## config.mk

```make
export PLATFORM = sky130hd
export DESIGN_NAME = qspi_master
export DESIGN_NICKNAME = d
export VERILOG_FILES = /design/src/rtl/qspi_pkg.sv /design/src/rtl/qspi_ram.sv /design/src/rtl/qspi_shift.sv /design/src/rtl/qspi_seq.sv /design/src/rtl/qspi_master.sv
export SDC_FILE = /design/constraint.sdc
export NUM_CORES = 1
export LEC_CHECK = 0
export ABC_CLOCK_PERIOD_IN_PS = 4100
export BUFFER_PORTS_ARGS = -buffer_cell sky130_fd_sc_hd__buf_4
export CORE_ASPECT_RATIO = 0.8
export CORE_MARGIN = 2
export CORE_UTILIZATION = 57
export DETAILED_ROUTE_END_ITERATION = 16
export PLACE_DENSITY = 0.73
export SLEW_MARGIN = 20
export SYNTH_ARGS = -nofsm -noshare
export SYNTH_HDL_FRONTEND = slang
export SYNTH_SLANG_ARGS = --single-unit
```

## constraint.sdc

```tcl
create_clock -name clk_i -period 4.1 [get_ports clk_i]
set_clock_uncertainty 0.05 [all_clocks]
set_input_delay 0.205 -clock clk_i [delete_from_list [all_inputs] [get_ports clk_i]]
set_output_delay 0.205 -clock clk_i [all_outputs]
set_load 0.01 [all_outputs]
```

## src/rtl/qspi_pkg.sv

```systemverilog
package qspi_pkg;
  typedef enum logic [1:0] {SEQ_IDLE, SEQ_LOAD, SEQ_XFER} seq_state_e;

  localparam int DATA_W = 16;
  localparam int PCS_W  = 4;
  localparam int LEN_W  = 5;

  function automatic logic [LEN_W-1:0] len_decode(input logic [3:0] code);
    if (code == 4'd0)      return LEN_W'(16);
    else if (code < 4'd8)  return LEN_W'(8);
    else                   return {1'b0, code};
  endfunction
endpackage

```

## src/rtl/qspi_ram.sv

```systemverilog
module qspi_ram #(
  parameter int W     = 16,
  parameter int DEPTH = 32,
  localparam int AW   = $clog2(DEPTH)
) (
  input  logic          clk_i,
  input  logic          we_i,
  input  logic [AW-1:0] waddr_i,
  input  logic [W-1:0]  wdata_i,
  input  logic [AW-1:0] raddr_i,
  output logic [W-1:0]  rdata_o
);
  logic [W-1:0] mem_q [DEPTH];

  always_ff @(posedge clk_i) begin
    if (we_i) mem_q[waddr_i] <= wdata_i;
  end

  assign rdata_o = mem_q[raddr_i];
endmodule

```

## src/rtl/qspi_shift.sv

```systemverilog
module qspi_shift #(
  parameter int DW    = 16,
  parameter int DIV_W = 8,
  localparam int CW   = $clog2(DW + 1)
) (
  input  logic             clk_i,
  input  logic             rst_ni,
  input  logic             start_i,
  input  logic [DW-1:0]    data_i,
  input  logic [CW-1:0]    nbits_i,
  input  logic [DIV_W-1:0] half_i,
  input  logic             miso_i,
  output logic             sck_o,
  output logic             mosi_o,
  output logic             busy_o,
  output logic             done_o,
  output logic [DW-1:0]    rx_o
);
  logic [DIV_W-1:0] tmr_q;
  logic [CW-1:0]    left_q;
  logic [DW-1:0]    tx_q, rx_q;
  logic             sck_q, busy_q, done_q;
  logic             tick;

  assign tick = (tmr_q == half_i - DIV_W'(1));

  always_ff @(posedge clk_i or negedge rst_ni) begin
    if (!rst_ni) begin
      tmr_q  <= '0;
      left_q <= '0;
      tx_q   <= '0;
      rx_q   <= '0;
      sck_q  <= 1'b0;
      busy_q <= 1'b0;
      done_q <= 1'b0;
    end else begin
      done_q <= 1'b0;
      if (start_i) begin
        busy_q <= 1'b1;
        sck_q  <= 1'b0;
        tmr_q  <= '0;
        left_q <= nbits_i;
        tx_q   <= data_i << (CW'(DW) - nbits_i);  // MSB-align
        rx_q   <= '0;
      end else if (busy_q) begin
        if (tick) begin
          tmr_q <= '0;
          if (!sck_q) begin
            sck_q <= 1'b1;
            rx_q  <= {rx_q[DW-2:0], miso_i};
          end else begin
            sck_q  <= 1'b0;
            tx_q   <= {tx_q[DW-2:0], 1'b0};
            left_q <= left_q - CW'(1);
            if (left_q == CW'(1)) begin
              busy_q <= 1'b0;
              done_q <= 1'b1;
            end
          end
        end else begin
          tmr_q <= tmr_q + DIV_W'(1);
        end
      end
    end
  end

  assign sck_o  = sck_q;
  assign mosi_o = busy_q & tx_q[DW-1];
  assign busy_o = busy_q;
  assign done_o = done_q;
  assign rx_o   = rx_q;


  sck_idle_chk: assert property (@(posedge clk_i) disable iff (!rst_ni)
    !busy_q |-> !sck_q);


  bit_count_chk: assert property (@(posedge clk_i) disable iff (!rst_ni)
    busy_q |-> (left_q != '0) && (left_q <= CW'(DW)));
endmodule

```

## src/rtl/qspi_seq.sv

```systemverilog
module qspi_seq
  import qspi_pkg::*;
#(
  parameter int IDX_W = 5
) (
  input  logic             clk_i,
  input  logic             rst_ni,
  input  logic             ctrl_wr_i,
  input  logic [DATA_W-1:0] ctrl_data_i,
  input  logic [PCS_W-1:0] pcs_code_i,
  input  logic             sh_done_i,
  input  logic             sh_busy_i,
  output logic [IDX_W-1:0] ptr_o,
  output logic             load_o,
  output logic             rx_we_o,
  output logic [PCS_W-1:0] pcs_o,
  output logic             done_o
);
  localparam int WRAP_B = 2 * IDX_W;
  localparam int EN_B   = 2 * IDX_W + 1;
  localparam logic [PCS_W-1:0] PCS_IDLE = '1;

  seq_state_e       state_q;
  logic [IDX_W-1:0] ptr_q, start_q, end_q;
  logic             wrap_q, en_q, done_q;
  logic [PCS_W-1:0] pcs_q;

  always_ff @(posedge clk_i or negedge rst_ni) begin
    if (!rst_ni) begin
      state_q <= SEQ_IDLE;
      ptr_q   <= '0;
      start_q <= '0;
      end_q   <= '0;
      wrap_q  <= 1'b0;
      en_q    <= 1'b0;
      done_q  <= 1'b0;
      pcs_q   <= PCS_IDLE;
    end else begin
      if (ctrl_wr_i) begin
        start_q <= ctrl_data_i[IDX_W-1:0];
        end_q   <= ctrl_data_i[2*IDX_W-1:IDX_W];
        wrap_q  <= ctrl_data_i[WRAP_B];
        en_q    <= ctrl_data_i[EN_B];
        done_q  <= 1'b0;
      end
      unique case (state_q)
        SEQ_IDLE: begin
          pcs_q <= PCS_IDLE;
          if (ctrl_wr_i && ctrl_data_i[EN_B]) begin
            ptr_q   <= ctrl_data_i[IDX_W-1:0];
            state_q <= SEQ_LOAD;
          end
        end
        SEQ_LOAD: begin
          pcs_q   <= pcs_code_i;
          state_q <= SEQ_XFER;
        end
        SEQ_XFER: begin
          if (sh_done_i) begin
            if (ptr_q == end_q) begin
              if (wrap_q && en_q) begin
                ptr_q   <= start_q;
                state_q <= SEQ_LOAD;
              end else begin
                state_q <= SEQ_IDLE;
                en_q    <= 1'b0;
                if (!wrap_q) done_q <= 1'b1;
              end
            end else if (en_q) begin
              ptr_q   <= ptr_q + IDX_W'(1);
              state_q <= SEQ_LOAD;
            end else begin
              state_q <= SEQ_IDLE;
            end
          end
        end
        default: state_q <= SEQ_IDLE;
      endcase
    end
  end

  assign ptr_o   = ptr_q;
  assign load_o  = (state_q == SEQ_LOAD);
  assign rx_we_o = (state_q == SEQ_XFER) && sh_done_i;
  assign pcs_o   = pcs_q;
  assign done_o  = done_q;


  pcs_hold_chk: assert property (@(posedge clk_i) disable iff (!rst_ni)
    sh_busy_i && $past(sh_busy_i) |-> $stable(pcs_o));


  done_at_end_chk: assert property (@(posedge clk_i) disable iff (!rst_ni)
    $rose(done_q) |-> (ptr_q == end_q) && (state_q == SEQ_IDLE));
endmodule

```

## src/rtl/qspi_master.sv

```systemverilog
module qspi_master
  import qspi_pkg::*;
#(
  parameter int DEPTH = 32,
  parameter int DIV_W = 8,
  localparam int IDX_W = $clog2(DEPTH)
) (
  input  logic              clk_i,
  input  logic              rst_ni,
  input  logic              wr_en_i,
  input  logic [1:0]        wr_sel_i,
  input  logic [IDX_W-1:0]  wr_addr_i,
  input  logic [DATA_W-1:0] wr_data_i,
  input  logic [IDX_W-1:0]  rd_addr_i,
  output logic [DATA_W-1:0] rd_data_o,
  output logic              sck_o,
  output logic              mosi_o,
  input  logic              miso_i,
  output logic [PCS_W-1:0]  pcs_o,
  output logic              irq_o
);
  logic [IDX_W-1:0]  ptr;
  logic [DATA_W-1:0] tx_word, cmd_word, rx_word;
  logic              load, rx_we, sh_done, sh_busy;
  logic [DIV_W-1:0]  div_q, half_eff;

  always_ff @(posedge clk_i or negedge rst_ni) begin
    if (!rst_ni)                          div_q <= '0;
    else if (wr_en_i && wr_sel_i == 2'd3) div_q <= wr_data_i[DIV_W-1:0];
  end

  assign half_eff = (div_q < DIV_W'(2)) ? DIV_W'(2) : div_q;

  qspi_ram #(.W(DATA_W), .DEPTH(DEPTH)) u_tx_ram (
    .clk_i, .we_i(wr_en_i && wr_sel_i == 2'd0), .waddr_i(wr_addr_i),
    .wdata_i(wr_data_i), .raddr_i(ptr), .rdata_o(tx_word));

  qspi_ram #(.W(DATA_W), .DEPTH(DEPTH)) u_cmd_ram (
    .clk_i, .we_i(wr_en_i && wr_sel_i == 2'd1), .waddr_i(wr_addr_i),
    .wdata_i(wr_data_i), .raddr_i(ptr), .rdata_o(cmd_word));

  qspi_ram #(.W(DATA_W), .DEPTH(DEPTH)) u_rx_ram (
    .clk_i, .we_i(rx_we), .waddr_i(ptr),
    .wdata_i(rx_word), .raddr_i(rd_addr_i), .rdata_o(rd_data_o));

  qspi_seq #(.IDX_W(IDX_W)) u_seq (
    .clk_i, .rst_ni,
    .ctrl_wr_i(wr_en_i && wr_sel_i == 2'd2), .ctrl_data_i(wr_data_i),
    .pcs_code_i(cmd_word[7:4]), .sh_done_i(sh_done), .sh_busy_i(sh_busy),
    .ptr_o(ptr), .load_o(load), .rx_we_o(rx_we), .pcs_o(pcs_o), .done_o(irq_o));

  qspi_shift #(.DW(DATA_W), .DIV_W(DIV_W)) u_shift (
    .clk_i, .rst_ni, .start_i(load), .data_i(tx_word),
    .nbits_i(len_decode(cmd_word[3:0])), .half_i(half_eff), .miso_i,
    .sck_o, .mosi_o, .busy_o(sh_busy), .done_o(sh_done), .rx_o(rx_word));
endmodule

```

* Word-level counts from Yosys, hierarchy flattened
Memories as Yosys holds them, arrays and structs flattened.
Index checks and enable logic that the tools add are counted.
Widths: inputs -> output; s select.
** Word-level totals
- Register bits after elaboration :: 80
- Memory bits (writable) :: 1536
- Bits of input ports :: 32
- Output and inout bits :: 23
- Logic and storage cells :: 123
- Memories kept :: 3
** Memory list
- u_cmd_ram.mem_q :: depth 32, width 16, rd ports 1, clocked after memory_dff 0, wr ports 1, RTL line qspi_ram.sv:13 : logic [W-1:0] mem_q [DEPTH];
- u_rx_ram.mem_q :: depth 32, width 16, rd ports 1, clocked after memory_dff 0, wr ports 1, RTL line qspi_ram.sv:13
- u_tx_ram.mem_q :: depth 32, width 16, rd ports 1, clocked after memory_dff 0, wr ports 1, RTL line qspi_ram.sv:13
** Cells by class
- Add/subtract/negate cells :: 5
- $lt $le $gt $ge :: 2
- Equality and inequality tests :: 13
- Shifts and indexed selects :: 1
- Muxes and demuxes :: 62
- Bitwise logic cells :: 1
- Reductions and logical operators :: 20
** Operators by type and width (number)
- $mux 16 :: 8
- $mux 5 :: 10
- $mux 1 :: 33
- $mux 8 :: 4
- $shl 16x5->16 :: 1
- $pmux 5 s2 :: 1
- $reduce_bool 2->1 :: 5
- $add 8x1->8 const B :: 1
- $eq 8x8->1 :: 1
- $lt 8x2->1 const B :: 1
- $pmux 4 s2 :: 1
- $sub 8x1->8 const B :: 1
- $logic_and 1x1->1 :: 7
- $eq 2x2->1 const B :: 3
- $mux 2 :: 3
- $pmux 2 s3 :: 1
- $reduce_and 3->1 :: 2
- $add 5x1->5 const B :: 1
- $eq 5x1->1 const B :: 1
- $eq 5x5->1 :: 1
- $reduce_and 5->1 :: 1
- $sub 5x1->5 const B :: 1
- $sub 5x5->5 const A :: 1
- $eq 2x1->1 const B :: 2
- other kinds (10) :: 13

* Logic depth before layout (Yosys ltp)
Gate-level depths: netlist of the first run.
- Word-level depth :: 8
- Mapped depth :: 18
- Mapped depth without buffers :: 13

* Modules after synthesis
A second synthesis of the first run with hierarchy kept.
** Second synthesis, totals
- Cell total of the unflattened synthesis :: 3859
- Area total of the unflattened synthesis :: 65590.4 um2
** Modules (own cells, without submodules)
- qspi_ram at u_rx_ram ... :: times used 2, cells an instance 1127, area each 20215.6 um2, sequential area each 15374.7 um2
- qspi_ram at u_cmd_ram :: times used 1, cells an instance 1127, area each 20214.4 um2, sequential area each 15374.7 um2
- qspi_shift :: times used 1, cells an instance 331, area each 3266.9 um2, sequential area each 1201.2 um2
- qspi_seq :: times used 1, cells an instance 110, area each 1258.7 um2, sequential area each 605.6 um2
- qspi_master :: times used 1, cells an instance 37, area each 419.2 um2, sequential area each 200.2 um2

* Worst setup path after synthesis of the first run
Ideal clock, no wire load.
- Path type :: register -> register
- From :: register div_q[3]
- To :: register u_shift.tx_q[15]
- Library setup time :: 0.133 ns
- Arrival time :: 3.457 ns
- Required time :: 3.917 ns
- Slack :: 0.460 ns
- Stages on the path, launching flop included :: 14
- Buffers on the path :: 1
- Clock period less this slack :: 3.640 ns
- Path through :: dfrtp_1 or4_4 o41ai_2 ha_1 nor3b_1 xor2_1 o211ai_1 or3_4 nor3_4 and3_1 buf_2 mux2_2 nand2_1 o31ai_2
** On the way
- Word-level cells in the longest chain between the ends :: 6
** RTL lines
- from (decl) :: RTL line qspi_master.sv:25 : logic [DIV_W-1:0] div_q, half_eff;
- from (signal assigned) :: RTL line qspi_master.sv:29 : else if (wr_en_i && wr_sel_i == 2'd3) div_q <= wr_data_i[DIV_W-1:0];
- $lt 8x2->1 :: RTL line qspi_master.sv:32 : assign half_eff = (div_q < DIV_W'(2)) ? DIV_W'(2) : div_q;
- $mux 8 (*) :: RTL line qspi_master.sv:32
- $sub 8x1->8 (*) :: RTL line qspi_shift.sv:25 : assign tick = (tmr_q == half_i - DIV_W'(1));
- $eq 8x8->1 (*) :: RTL line qspi_shift.sv:25
- $reduce_bool 2->1 (no line) (*)
- $reduce_and 3->1 (no line) (*)
- to (signal assigned) :: RTL line qspi_shift.sv:43 : tx_q <= data_i << (CW'(DW) - nbits_i);
- to (signal assigned) :: RTL line qspi_shift.sv:53 : tx_q <= {tx_q[DW-2:0], 1'b0};
- to (decl) :: RTL line qspi_shift.sv:21 : logic [DW-1:0] tx_q, rx_q;
Mark *: on every way between the ends. The rest lies on a longest branch, timed or not.
A chain may end at the register's enable or synchronous reset.

* Worst setup path after layout of the first run
- From :: register u_seq.ptr_q[1], in the netlist u_seq.ptr_o[1]
- To :: register u_shift.tx_q[11]
** On the way
- Word-level cells in the longest chain between the ends :: 7
- Elaborated cells on any way between the ends :: 9
- Those cells by class :: 1 x add/sub; 1 x order compare; 1 x shift; 3 x mux; 1 x reduce/logical; 2 x memory
** RTL lines
- from (decl) :: RTL line qspi_seq.sv:24 : logic [IDX_W-1:0] ptr_q, start_q, end_q;
- from (signal assigned) :: RTL line qspi_seq.sv:50 : ptr_q <= ctrl_data_i[IDX_W-1:0];
- from (signal assigned) :: RTL line qspi_seq.sv:62 : ptr_q <= start_q;
- from (signal assigned) :: RTL line qspi_seq.sv:70 : ptr_q <= ptr_q + IDX_W'(1);
- $mem_v2 32x16
- $lt 4x4->1 :: RTL line qspi_pkg.sv:10 : else if (code < 4'd8) return LEN_W'(8);
- $mux 4 :: RTL line qspi_pkg.sv:10
- $mux 5 :: RTL line qspi_pkg.sv:9 : if (code == 4'd0) return LEN_W'(16);
- $sub 5x5->5 :: RTL line qspi_shift.sv:43
- $shl 16x5->16 (*) :: RTL line qspi_shift.sv:43
- $mux 16 (*) :: RTL line qspi_shift.sv:38 : if (start_i) begin
Marked as above.

==> flow_summary.toml, run 1 <==
[status]
status = "finished clean"

[cells_and_area]
fin_area_um2 = 60600
final_common_cell = "edfxtp_1"
final-instance-count-excl-fill = 4339
area_growth_pct = 12.8
layout-drive-gt1-share_pct = 23.4
post-route-util_pct = 65.0
antennaDiodeCount = 0
fin_nets = 3050
fill_cells = 5992
final_cell_mix = "edfxtp_1, mux2i_1, mux4_2"

[synthesis]
synthXorXnorAreaFrac_pct = 0.538
synth-edff-count = 1280
synth.mux.area_fraction_pct = 15.3
synth_fp_nets = 2875
ys_seq_elements = 1360
synthArstFlopShare_pct = 5.88
synth_cells = 2834
synth_fa_ha_area_share_pct = 0.210
synthTopCellsByArea = "edfxtp_1, mux4_2, mux2i_1, dfrtp_1, o22ai_1"
synth_flop_cell = "edfxtp_1"
ys_warn_count = 0
yosysUniqueCellTypes = 78
ys_seq_area_share_pct = 75.3
yosysTopAreaCellShare_pct = 71.5
synth_compound_area_share_pct = 3.53
avgSynthCellArea_um2 = 19.0
syn_area_um2 = 53700
synth-simple-area-share_pct = 3.58
yosys.area.top_type = "edfxtp_1"
synth_top_family_by_area = "multiplexers"

[worst_setup_path]
reg2reg_to = "u_shift.tx_q[11]"
crit_required_ns = 4.64
cpMostUsedCell = "buf_4"
crit_chain = "buf_12, buf_4, mux2i_1, o22ai_1, nor4_1, buf_4, nand2_1, mux4_2, o21ai_0, o221ai_1"
r2r_slack_ns = 0.13
crit_arrival_ns = 4.51
r2r-start = "u_seq.ptr_o[1]"
worstPathMaxFanout = 49
crit_path_max_incr_delay_ns = 0.59
cp-startpoint = "u_seq.ptr_o[1]"
r2r.worst_path.cells = 10
start_kind = "flop"
cp_slowest_cell = "dfrtp_4"
end_kind = "flop"
critical_path_class = "reg2reg"

[timing]
final-max-slew-violation-count = 0
hold_viol = 0
setup_viol = 0
rsz0062_at_grt = "false"
timing.fmax_ghz = 0.252
min_period_ns = 3.97
relSlewSlack_pct = 20.9
period_share_pct = 96.9
max_slew.worst_pin.slew_ns = 1.18
setup_tns_ns = 0

[grt]
grt_antenna_before_repair = 1
grt_pass1_vias = 28500
overflow = 0
grt_first_pass_wirelength_mm = 192
grt_max_degree = 70
grt_usage_pct = 27.4

[min_path]
min_path_cells = 1
hold_path_end = "u_tx_ram.mem_q[3][3]"
hold_start = "wr_data_i[3]"
min_path_type = "in2reg"

[place]
port_buffers = 54
gp_congestion = 0.873
dp_cells = 4080
place.detailed.hpwl_mm = 76.6
postPlaceCellArea_um2 = 56200

[clock_tree]
ctsHtreeMaxLevel = 4
cts_max_path_buffers = 3
clock-sinks = 1360
cts_made_buffers = 132
cts_root_buf = "clkbuf_16"
insertion_delay_ns = 0.73
cts_tree = "yes"
cts.clk_slew.worst_paths_ns = 0.07

[pwr]
ir_drop_uv = 387
cellPowerDensity_nw_per_um2 = 482
p_leak_nw = 19.5
p_total_w = 0.0292

[routing]
wirelength_mm = 132
routed_via_density = 6.60
drt_pass1_iterations = 5
post-route-drc-count = 0
detail-route-antenna-nets = 0
dr.first_iter.drc_count = 4161
routedWlPerCell_um = 30.3
via_count = 28700

[floorplan]
ios = 55
die_x_um = 347
dieArea_um2 = 96800
core_area_um2 = 93200
start_util_pct = 57.7
die_y_um = 279
fp-row-count = 100

[run]
maxCapViolCount = 0
==> repair_timing <==
item,4_1_cts,5_1_grt
gates resized for setup,0,5
hold buffers,18,0
endpoints found under the setup margin,0,23
hold endpoints to repair,439,0
buffers inserted,0,1
==> registers in the layout (all words and copies together), names as in the netlist, 2 cells and up <==
register         count
u_tx_ram.mem_q     512
u_cmd_ram.mem_q    256
u_seq.state_q        2
u_seq.end_q          5
u_shift.rx_o        16
u_shift.left_q       5
u_shift.tx_q        16
u_seq.pcs_o          4
u_seq.ptr_o          5
u_rx_ram.mem_q     512
u_shift.tmr_q        8
div_q                8
u_seq.start_q        5
==> synthesized netlist by cell type (5+ instances only) <==
| library cell | instances |
|---|---|
| a31oi_1 | 5 |
| inv_1 | 12 |
| o21ai_0 | 27 |
| mux4_2 | 193 |
| ha_1 | 9 |
| nand4bb_1 | 5 |
| nand2_1 | 86 |
| nor2_1 | 142 |
| o21ai_1 | 6 |
| edfxtp_1 | 1280 |
| nand3b_1 | 6 |
| buf_6 | 5 |
| mux2_2 | 73 |
| a211oi_1 | 7 |
| buf_4 | 23 |
| buf_1 | 22 |
| nand3_1 | 30 |
| a22oi_1 | 6 |
| nor2b_1 | 8 |
| a21oi_1 | 53 |
| dfrtp_1 | 76 |
| clkbuf_1 | 60 |
| nor3_1 | 13 |
| o22ai_1 | 161 |
| and3_1 | 7 |
| xnor2_1 | 9 |
| xor2_1 | 19 |
| nor4_1 | 42 |
| o211ai_1 | 6 |
| buf_2 | 49 |
| mux2i_1 | 307 |
==> worst max-delay path: cells and delay by family (launching register included) <==
family                 cells  cell delay, ns
DFF                        1            0.59
and+or+nand+nor            2            0.57
AOI/OAI and AO/OA          3            0.53
muxes                      2            0.80
buffers and inverters      3            1.14
==> stage by stage <==
| stage | hold WS, ns | setup slack (ns) |
|---|---|---|
| 3_5_place_dp | 0.221 | 0.199 |
| 2_1_floorplan | -0.141 | 0.460 |
| 6_report | 0.0215 | 0.127 |
| 5_1_grt | 0.0168 | 0.00962 |
| 3_3_place_gp | 0.212 | 0.283 |
| 4_1_cts | 0.00313 | 0.183 |
==> layer usage <==
layer | track usage, % | up-vias | share of wire, %
met4 | 7.87 | 2 | 2.3
met2 | 39.6 | 1636 | 44
met5 | 0 | - | 0.0099
li1 | - | 11900 | -
met3 | 5.70 | 223 | 10
met1 | 42.8 | 14900 | 43
==> cell families after synthesis <==
family,Yosys count
DFF,1360
xor gates and xnor gates,30
adders and majority gates,9
muxes,573
and+or+nand+nor,388
AOI/OAI and AO/OA,301
buffers and inverters,173
==> power by group <==
group | total (W) | switching [W] | internal (W) | leakage (nW)
clock network | 0.0119 | 0.00507 | 0.00688 | 2.08
logic | 0.00163 | 0.000945 | 0.000687 | 4.46
registers | 0.0156 | 0.000247 | 0.0154 | 12.9
==> how the worst max path moves through the flow <==
stage / to / cells after the start
3_5_place_dp: u_shift.rx_o[15] / 13
2_1_floorplan: u_shift.tx_q[15] / 13
6_report: u_shift.tx_q[11] / 10
4_1_cts: u_shift.tx_q[13] / 14
5_1_grt: u_shift.tx_q[5] / 14
3_3_place_gp: u_shift.tx_q[6] / 13
==> cell type report <==
type	instances	area, µm²	share of cell area [%]
timing repair buffer	201	1670	2.76
sequential	1360	40500	66.7
inverter	13	48.8	0.0805
clock buffer	171	3530	5.83
tap	1224	1530	2.53
clock inverter	69	706	1.16
multi-input combinational	1301	12700	20.9
(Power assumes the default switching activity.)
==> run 2: changes to the inputs <==
--- a/config.mk
+++ b/config.mk
@@ -10,6 +10,7 @@
 export CORE_ASPECT_RATIO = 0.8
 export CORE_MARGIN = 2
 export CORE_UTILIZATION = 57
+export CTS_BUF_LIST = sky130_fd_sc_hd__clkbuf_4 sky130_fd_sc_hd__clkbuf_8 sky130_fd_sc_hd__clkbuf_16
 export DETAILED_ROUTE_END_ITERATION = 16
 export PLACE_DENSITY = 0.73
 export SLEW_MARGIN = 20
==> run 2 against run 1 <==
  * Total power rose by 0.80%
  * Sequential power barely moved
  * Clock power about the same
  * Global-route usage down 0.084 points
  * Critical path type unchanged
  * Register-to-register slack gained 0.08 ns
  * First-iteration DRC count increased by 2.2%
  * Sequential cell count unchanged
  * Sequential share of layout area shrank 0.14 points
  * Core utilization is 0.14 points higher
==> flow_summary.toml, run 2 (synthesized netlist as in run 1, its figures left out) <==
[floorplan]
core_area_um2 = 93200
dieArea_um2 = 96800
die_y_um = 279
ios = 55
die_x_um = 347
fp-row-count = 100
start_util_pct = 57.7

[cells_and_area]
area_growth_pct = 13.0
fin_area_um2 = 60700
layout-drive-gt1-share_pct = 24.5
final_cell_mix = "edfxtp_1, mux2i_1, mux4_2"
top_regs = "u_rx_ram.mem_q (512), u_tx_ram.mem_q (512), u_cmd_ram.mem_q (256)"
final-instance-count-excl-fill = 4339
fin_nets = 3050
final_common_cell = "edfxtp_1"
antennaDiodeCount = 0

[pwr]
p_leak_nw = 19.6
ir_drop_uv = 387
cellPowerDensity_nw_per_um2 = 484

[place]
pre_cts_ws_ns = 0.199
gp_congestion = 0.873
postPlaceCellArea_um2 = 56200
port_buffers = 54
dp_cells = 4080
place.detailed.hpwl_mm = 76.6

[timing]
final-max-slew-violation-count = 0
rsz0062_at_grt = "false"
hold_viol = 0
min_period_ns = 3.89
setup_ws_ns = 0.208
relSlewSlack_pct = 23.5
period_share_pct = 94.9
max_slew.worst_pin.slew_ns = 1.14
timing.fmax_ghz = 0.257
setup_tns_ns = 0
setup_viol = 0

[routing]
wl_met3_mm = 14.2
wirelength_mm = 131
route.met2.wl_mm = 58.2
routed_via_density = 6.60
detail-route-antenna-nets = 0
routedWlPerCell_um = 30.2
top_layer_used = "met4"
wl_met1_mm = 55.5
drt_pass1_iterations = 8
via_count = 28700
post-route-drc-count = 0
dr.first_iter.drc_count = 4253

[worst_setup_path]
crit_arrival_ns = 4.43
crit_path_max_incr_delay_ns = 0.59
cpMostUsedCell = "buf_4"
critical_path_class = "reg2reg"
end_kind = "flop"
start_kind = "flop"
cp_slowest_cell = "dfrtp_4"
crit_family = "buffers and inverters"
crit_required_ns = 4.64
path_buf_inv = 4
worstPathMaxFanout = 49
crit_chain = "buf_12, buf_4, buf_4, mux2i_1, o22ai_1, nor4_1, buf_4, nand3_1, a21oi_1, nor4_1, mux2i_1, a2bb2oi_1, a31oi_1"

[status]
status = "finished clean"

[min_path]
min_path_type = "in2reg"

[clock_tree]
cts_made_buffers = 132
insertion_delay_ns = 0.74
cts_root_buf = "clkbuf_16"
cts_max_path_buffers = 3
cts_tree = "yes"
clock-sinks = 1360
ctsHtreeMaxLevel = 4
cts.clk_slew.worst_paths_ns = 0.07

[grt]
grt_max_degree = 70
grt_pass1_vias = 28500
grt_usage_pct = 27.4
overflow = 0
grt_antenna_before_repair = 1
grt_first_pass_wirelength_mm = 191

[run]
maxCapViolCount = 0
[run 2: cell type report]
type / instances / area (µm²)
repair buffers: 201 / 1670
fillers: 5980 / 32500
flip-flops and latches: 1360 / 40500
multi-input cells: 1301 / 12700
well taps: 1224 / 1530
clock inverters: 69 / 706
inverters: 13 / 48.8
clock buffers: 171 / 3660
[run 2: path summary, 6_finish.rpt]
check                                     from              endpoint  slack, ns  cells after the start
worst max-delay path            u_seq.ptr_o[1]      u_shift.tx_q[13]       0.21                     13
worst min-delay path              wr_data_i[3]  u_tx_ram.mem_q[3][3]       0.02                      1
worst max register to register  u_seq.ptr_o[1]      u_shift.tx_q[13]       0.21                     13
worst min register to register  u_seq.pcs_o[1]        u_seq.pcs_o[1]       0.42                      2
max in group asynchronous               rst_ni        u_seq.ptr_o[0]       2.09                      4
min in group asynchronous               rst_ni        u_seq.ptr_o[2]       0.58                      3
[run 2: repair_timing]
action | CTS | global route
buffers inserted | 0 | 1
gates resized for setup | 0 | 5
endpoints found under the setup margin | 0 | 23
endpoints found under the hold margin | 438 | 0
hold buffers | 18 | 0
[run 2: power breakdown]
| group | internal, W | switching (W) |
|---|---|---|
| combinational | 0.000687 | 0.000944 |
| clock | 0.00710 | 0.00508 |
| sequential | 0.0154 | 0.000247 |
[run 2: layer usage]
layer	global-route usage (%)	vias to the layer above
met1	42.6	14800
met3	5.78	241
met2	39.5	1732
met5	0	-
li1	-	11900
met4	7.87	0
[run 2: worst reg2reg max path, stage by stage, from the launching register on]
cell	delay [ns]
dfrtp_4	0.59
buf_12	0.35
buf_4	0.42
buf_4	0.31
mux2i_1	0.27
o22ai_1	0.13
nor4_1	0.49
buf_4	0.23
nand3_1	0.11
a21oi_1	0.16
nor4_1	0.09
mux2i_1	0.24
a2bb2oi_1	0.19
a31oi_1	0.10
[run 2: per-stage QoR]
stage          util, %  hold slack [ns]  total power [W]
6_report          65.2           0.0209           0.0294
5_1_grt           65.2           0.0179           0.0303
4_1_cts           65.1          0.00301           0.0295
3_5_place_dp      60.2            0.221           0.0175
3_3_place_gp      60.2            0.212           0.0174
2_1_floorplan        -           -0.141           0.0168
